==> src/rtl/wbuf_pkg.sv <==
package wbuf_pkg;
  typedef enum logic [1:0] {
    PORT_IDLE = 2'd0,
    PORT_WR   = 2'd1,
    PORT_RD   = 2'd2
  } port_st_e;
endpackage

==> src/rtl/wbuf_queue.sv <==
module wbuf_queue #(
  parameter int DEPTH = 4,
  parameter int AW    = 8,
  parameter int DW    = 16
) (
  input  logic          clk,
  input  logic          rst,
  input  logic          push,
  input  logic [AW-1:0] push_addr,
  input  logic [DW-1:0] push_data,
  input  logic          pop,
  input  logic [AW-1:0] cmp_addr,
  output logic [AW-1:0] head_addr,
  output logic [DW-1:0] head_data,
  output logic          empty,
  output logic          full,
  output logic          hit
);
  localparam int PW = (DEPTH > 1) ? $clog2(DEPTH) : 1;
  localparam int CW = $clog2(DEPTH + 1);

  logic [AW-1:0]    addr_q [DEPTH];
  logic [DW-1:0]    data_q [DEPTH];
  logic [DEPTH-1:0] vld;
  logic [DEPTH-1:0] match;
  logic [PW-1:0]    wptr, rptr;
  logic [CW-1:0]    cnt;

  function automatic logic [PW-1:0] nxt(input logic [PW-1:0] p);
    return (p == PW'(DEPTH - 1)) ? '0 : p + 1'b1;
  endfunction

  // storage without reset so a distributed RAM can hold it
  always_ff @(posedge clk) begin
    if (push) begin
      addr_q[wptr] <= push_addr;
      data_q[wptr] <= push_data;
    end
  end

  always_ff @(posedge clk) begin
    if (rst) begin
      wptr <= '0;
      rptr <= '0;
      cnt  <= '0;
      vld  <= '0;
    end else begin
      if (push) begin
        wptr      <= nxt(wptr);
        vld[wptr] <= 1'b1;
      end
      if (pop) begin
        rptr      <= nxt(rptr);
        vld[rptr] <= 1'b0;
      end
      case ({push, pop})
        2'b10:   cnt <= cnt + 1'b1;
        2'b01:   cnt <= cnt - 1'b1;
        default: cnt <= cnt;
      endcase
    end
  end

  // one comparator per slot
  for (genvar i = 0; i < DEPTH; i++) begin : g_cmp
    assign match[i] = vld[i] && (addr_q[i] == cmp_addr);
  end

  assign hit       = |match;
  assign empty     = (cnt == '0);
  assign full      = (cnt == CW'(DEPTH));
  assign head_addr = addr_q[rptr];
  assign head_data = data_q[rptr];

  assert_no_overflow_R7: assert property (@(posedge clk) disable iff (rst)
    push |-> !full);
  assert_no_underflow_R3: assert property (@(posedge clk) disable iff (rst)
    pop |-> !empty);
endmodule

==> src/rtl/wbuf_port_seq.sv <==
module wbuf_port_seq
  import wbuf_pkg::*;
#(
  parameter int WR_LAT = 100
) (
  input  logic clk,
  input  logic rst,
  input  logic rd_want,
  input  logic wr_pend,
  input  logic mem_rdy,
  input  logic mem_rvalid,
  output logic mem_req,
  output logic mem_we,
  output logic idle,
  output logic wr_done
);
  localparam int CW = $clog2(WR_LAT + 1);

  port_st_e      st;
  logic [CW-1:0] cnt;
  logic [CW-1:0] chk_age;

  // a load outranks a queued store when the port is free
  assign idle    = (st == PORT_IDLE);
  assign mem_req = idle && (rd_want || wr_pend);
  assign mem_we  = idle && !rd_want && wr_pend;
  assign wr_done = (st == PORT_WR) && (cnt == '0);

  always_ff @(posedge clk) begin
    if (rst) begin
      st  <= PORT_IDLE;
      cnt <= '0;
    end else begin
      case (st)
        PORT_IDLE: if (mem_req && mem_rdy) begin
          st  <= mem_we ? PORT_WR : PORT_RD;
          cnt <= CW'(WR_LAT - 1);
        end
        PORT_WR: begin
          if (cnt == '0) st <= PORT_IDLE;
          else           cnt <= cnt - 1'b1;
        end
        PORT_RD: if (mem_rvalid) st <= PORT_IDLE;
        default: st <= PORT_IDLE;
      endcase
    end
  end

  // checker: cycles elapsed since the store was issued
  always_ff @(posedge clk) begin
    if (rst)                               chk_age <= '0;
    else if (mem_req && mem_we && mem_rdy) chk_age <= CW'(1);
    else if (st == PORT_WR)                chk_age <= chk_age + 1'b1;
  end

  assert_drain_latency_R3: assert property (@(posedge clk) disable iff (rst)
    wr_done |-> (chk_age == CW'(WR_LAT)));
  assert_single_op_R3: assert property (@(posedge clk) disable iff (rst)
    (mem_req && mem_rdy) |=> !mem_req);
endmodule

==> src/rtl/wbuf_stall_top.sv <==
module wbuf_stall_top #(
  parameter int DEPTH  = 4,
  parameter int AW     = 8,
  parameter int DW     = 16,
  parameter int WR_LAT = 100
) (
  input  logic          clk,
  input  logic          rst,
  input  logic          strict,
  input  logic          cpu_req,
  input  logic          cpu_we,
  input  logic [AW-1:0] cpu_addr,
  input  logic [DW-1:0] cpu_wdata,
  output logic          cpu_stall,
  output logic          cpu_rvalid,
  output logic [DW-1:0] cpu_rdata,
  output logic          mem_req,
  output logic          mem_we,
  output logic [AW-1:0] mem_addr,
  output logic [DW-1:0] mem_wdata,
  input  logic          mem_rdy,
  input  logic          mem_rvalid,
  input  logic [DW-1:0] mem_rdata,
  output logic          drain_done
);
  logic          q_empty, q_full, q_hit;
  logic [AW-1:0] head_addr;
  logic [DW-1:0] head_data;
  logic          strict_blk, wr_acc, rd_want, rd_acc, port_idle;

  assign strict_blk = strict && !q_empty;
  assign wr_acc     = cpu_req && cpu_we && !q_full && !strict_blk;
  assign rd_want    = cpu_req && !cpu_we && !q_hit && !strict_blk;
  assign rd_acc     = rd_want && port_idle && mem_rdy;
  assign cpu_stall  = cpu_req && !(wr_acc || rd_acc);

  wbuf_queue #(.DEPTH(DEPTH), .AW(AW), .DW(DW)) u_queue (
    .clk       (clk),
    .rst       (rst),
    .push      (wr_acc),
    .push_addr (cpu_addr),
    .push_data (cpu_wdata),
    .pop       (drain_done),
    .cmp_addr  (cpu_addr),
    .head_addr (head_addr),
    .head_data (head_data),
    .empty     (q_empty),
    .full      (q_full),
    .hit       (q_hit)
  );

  wbuf_port_seq #(.WR_LAT(WR_LAT)) u_seq (
    .clk        (clk),
    .rst        (rst),
    .rd_want    (rd_want),
    .wr_pend    (!q_empty),
    .mem_rdy    (mem_rdy),
    .mem_rvalid (mem_rvalid),
    .mem_req    (mem_req),
    .mem_we     (mem_we),
    .idle       (port_idle),
    .wr_done    (drain_done)
  );

  assign mem_addr  = mem_we ? head_addr : cpu_addr;
  assign mem_wdata = head_data;

  always_ff @(posedge clk) begin
    if (rst) begin
      cpu_rvalid <= 1'b0;
      cpu_rdata  <= '0;
    end else begin
      cpu_rvalid <= mem_rvalid;
      if (mem_rvalid) cpu_rdata <= mem_rdata;
    end
  end

  assert_hit_blocks_read_R4: assert property (@(posedge clk) disable iff (rst)
    (mem_req && !mem_we && mem_rdy) |-> !q_hit);
  assert_strict_hold_R9: assert property (@(posedge clk) disable iff (rst)
    (strict && !q_empty && cpu_req) |-> cpu_stall);
  assert_read_first_R8: assert property (@(posedge clk) disable iff (rst)
    (mem_req && mem_we && cpu_req && !cpu_we) |-> (q_hit || strict_blk));
  assert_rsp_stage_R10: assert property (@(posedge clk) disable iff (rst)
    cpu_rvalid |-> $past(mem_rvalid));
  assert_done_has_entry_R3: assert property (@(posedge clk) disable iff (rst)
    drain_done |-> !q_empty);
endmodule

==> config.mk <==
export PLATFORM = sky130hd
export DESIGN_NAME = wbuf_stall_top
export DESIGN_NICKNAME = d
export VERILOG_FILES = /design/src/rtl/wbuf_pkg.sv /design/src/rtl/wbuf_queue.sv /design/src/rtl/wbuf_port_seq.sv /design/src/rtl/wbuf_stall_top.sv
export SDC_FILE = /design/constraint.sdc
export NUM_CORES = 1
export LEC_CHECK = 0
export BUFFER_PORTS_ARGS = -buffer_cell sky130_fd_sc_hd__buf_2
export CORE_MARGIN = 5
export CORE_UTILIZATION = 50
export CTS_CLUSTER_SIZE = 24
export DETAILED_ROUTE_END_ITERATION = 10
export GPL_ROUTABILITY_DRIVEN = 0
export PLACE_DENSITY = 0.72
export SETUP_SLACK_MARGIN = 0.02
export SLEW_MARGIN = 10
export SYNTH_ARGS = -nofsm -noshare
export SYNTH_HDL_FRONTEND = slang
export SYNTH_SLANG_ARGS = --single-unit
==> constraint.sdc <==
create_clock -name clk -period 3.2 [get_ports clk]
set_clock_uncertainty 0.15 [all_clocks]
set_input_delay 0.48 -clock clk [delete_from_list [all_inputs] [get_ports clk]]
set_output_delay 0.48 -clock clk [all_outputs]
set_load 0.01 [all_outputs]
==> flow_summary.yaml <==
status:
  outcome: "completed"
timing:
  finalSetupViolCount: 0
  tightest_slew_ps: 699
  hold_viol_final: 0
  fin_ws_ps: 144
  min_period_ps: 3060
  fmax_ghz: 0.327
  fin_crit_sh_pct: 95.5
  maxSlewViolCount: 0
  rsz0062_at_grt: "no"
  slew_headroom_pct: 53.4
  fin_tns_setup_ps: 0
detailed_routing:
  drtIter0Drc: 199
  wl_per_cell_um: 17.7
  ant_nets: 0
  wl_um: 11400
  first_pass_iters: 4
  vias_per_cell: 5.36
  vias: 3451
  drc: 0
floorplanning:
  rows: 39
  die_area_um2: 13900
  dieHeight_um: 118
  core-area_um2: 11400
  dieWidth_um: 118
  num_io_pins: 92
  initial_utilization_pct: 51.1
worst_setup_path:
  worstPathMaxFanout: 5
  critPathLaunchType: "flop"
  required_ps: 2570
  worst-endpoint-arrival_ps: 2430
  cp_slowest_cell: "edfxtp_1"
  path_delay_family: "flip-flops"
  crit_buf_inv: 2
  endpoint_kind: "primary output"
  worst-setup-path-type: "flop to primary output"
  path_cells: "xnor2_1, nand4_1, nor4_4, a31o_2, o21ai_4, inv_2, mux2_2, buf_2"
  cpPeakStageDelay_ps: 400
synth:
  syn_area_um2: 5830
  yosys-top-cells-area: "edfxtp_1 (49%), dfxtp_1 (13%), mux4_2 (9.3%)"
  postSynthAreaPerCell_um2: 14.9
  synth_nets: 449
  synth_top_area_cell: "edfxtp_1"
  synthArstFlopShare_pct: 0
  synth_edf_count: 96
  synth_top_area_share_pct: 49.5
  netlist_instances: 391
  ys_ff_latch: 135
  ys.flop_type: "edfxtp_1"
  yosys_warnings: 0
  ys_types: 48
  yosysSeqAreaShare_pct: 62.8
clock_network:
  clkSinkCount: 135
  clock_path_buffers: 2
  root_buffer: "clkbuf_16"
  tritoncts: "built"
  htree_levels: 4
  clkSlewWorstSetupHoldPaths_ps: 60
  clock_latency_ps: 410
  cts_made_buffers: 17
final_layout:
  syn_to_final_growth_pct: 21.8
  drive_gt1_share_pct: 35.2
  fillCellCount: 873
  fin_nets: 546
power_and_ir_drop:
  vdd_drop_max_uv: 331
  p_leak_nw: 2.66
  p_per_area_nw_per_um2: 633
job:
  drv_cap: 0
global_routing:
  antenna_found_initial: 0
  grt_pass1_wl_um: 18400
  grtUsageTotal_pct: 16.6
  grt_pass1_vias: 3549
  grt_overflow: 0
  grt_max_degree: 39
place:
  port_buffers: 91
  dp_hpwl_um: 7400
  place_ws_ps: 209
min_path:
  min-delay-path-class: "input pin to flop"
==> cells in the final DEF (no fill, tap or decap), types with 8 or more instances in the layout <==
cell type	n
mux4_2	24
xnor2_1	15
xor2_1	19
dfxtp_1	38
buf_4	9
mux2_2	8
a21oi_1	9
nor2_1	36
edfxtp_1	96
clkbuf_16	17
buf_2	91
ha_1	10
mux2i_1	19
nor3_1	11
inv_1	12
==> path summary, 6_finish.rpt <==
path                                           start                    to  slack, ps  depth (start not counted)
worst max-delay path            u_queue.addr_q[1][0]           mem_addr[1]        140                          8
worst min-delay path                    cpu_wdata[6]  u_queue.data_q[2][6]        130                          1
worst max register to register          u_seq.cnt[0]        u_queue.cnt[2]        350                         11
worst min register to register          u_seq.cnt[0]          u_seq.cnt[0]        340                          2
==> registers in the layout, indices dropped and copies added, names as in the netlist, named ones only <==
signal	flops
u_seq.cnt	7
u_queue.wptr	2
u_queue.cnt	3
cpu_rdata	16
u_queue.rptr	2
u_seq.st	2
u_queue.addr_q	32
u_queue.data_q	64
u_queue.vld	4
cpu_rvalid	1
==> metrics by stage <==
step | cells | cell area, µm² | utilization [%] | total power [W] | hold slack, ps
finish | 644 | 7100 | 62.2 | 0.00450 | 131
global route | 643 | 7100 | 62.1 | 0.00467 | 123
CTS | 642 | 7070 | 61.9 | 0.00453 | 120
detailed placement | 611 | 6410 | 56.2 | 0.00241 | 328
global placement | 611 | 6410 | 56.2 | 0.00240 | 319
floorplan | 391 | 5830 | - | 0.00227 | 310
==> cell usage after synthesis (3+ instances only) <==
| master | n |
|---|---|
| and3_1 | 3 |
| o21ai_0 | 6 |
| mux4_2 | 24 |
| nand2_1 | 7 |
| a21oi_1 | 9 |
| edfxtp_1 | 96 |
| nor3_1 | 12 |
| xnor2_1 | 15 |
| mux2_2 | 8 |
| inv_1 | 12 |
| ha_1 | 10 |
| nand3_1 | 3 |
| mux2i_1 | 19 |
| a211oi_1 | 6 |
| nor2_1 | 36 |
| xor2_1 | 19 |
| nand2b_1 | 4 |
| dfxtp_1 | 39 |
| and2_1 | 4 |
| nor2b_1 | 3 |
| buf_2 | 13 |
| buf_1 | 3 |
| nand4_1 | 4 |
| clkbuf_1 | 5 |
==> routing by layer <==
| layer | track usage [%] | part of all wire, % | vias to the layer above |
|---|---|---|---|
| met2 | 26.8 | 50 | 72 |
| li1 | - | - | 1662 |
| met5 | 0 | 0 | - |
| met1 | 21.9 | 45 | 1710 |
| met4 | 5.66 | 0.92 | 0 |
| met3 | 4.42 | 4.1 | 7 |
==> worst reg2reg max path: cells and delay by family, from the launching register on <==
kind / cells / cell delay [ps]
AOI/OAI and AO/OA: 1 / 140
adders and majority gates: 3 / 780
buffers and inverters: 2 / 140
xor gates and xnor gates: 1 / 160
and+or+nand+nor: 4 / 1110
DFF: 1 / 300
==> where the power goes <==
| group | internal, W | switching [W] | total, W | leakage [nW] |
|---|---|---|---|---|
| clock network | 0.00145 | 0.000664 | 0.00212 | 0.310 |
| registers | 0.00194 | 0.0000351 | 0.00197 | 1.19 |
| logic | 0.000184 | 0.000227 | 0.000411 | 1.16 |
| total | 0.00357 | 0.000926 | 0.00450 | 2.66 |
==> layout make-up <==
cell class | instances | area (µm²) | share of cell area (%)
sequential | 135 | 3660 | 51.6
multi-input combinational | 220 | 2030 | 28.6
timing repair buffer | 100 | 523 | 7.37
clock buffer | 21 | 440 | 6.20
clock inverter | 10 | 201 | 2.84
tap | 143 | 179 | 2.52
inverter | 13 | 48.8 | 0.687
timing repair inverter | 1 | 7.51 | 0.106
antenna | 1 | 2.50 | 0.0353
==> cells by family after synthesis <==
logic type               after synthesis  synth area share, %
adder cells (fa/ha/maj)               11                 2.49
flip-flops                           135                 62.8
multiplexers                          52                 14.3
AND/OR/NAND/NOR                       86                 7.62
XOR/XNOR                              34                 5.11
AO/OA/AOI/OAI                         37                 4.74
buffers and inverters                 36                 2.85
==> timing repair <==
item                       CTS  global route
cloned                       0             1
setup buffers                0             0
setup endpoints to repair    1             8
hold buffers                 0             0
pin swaps                    0             0
gates resized for setup      1             5
No activity file was read; power rests on OpenSTA's default activity.
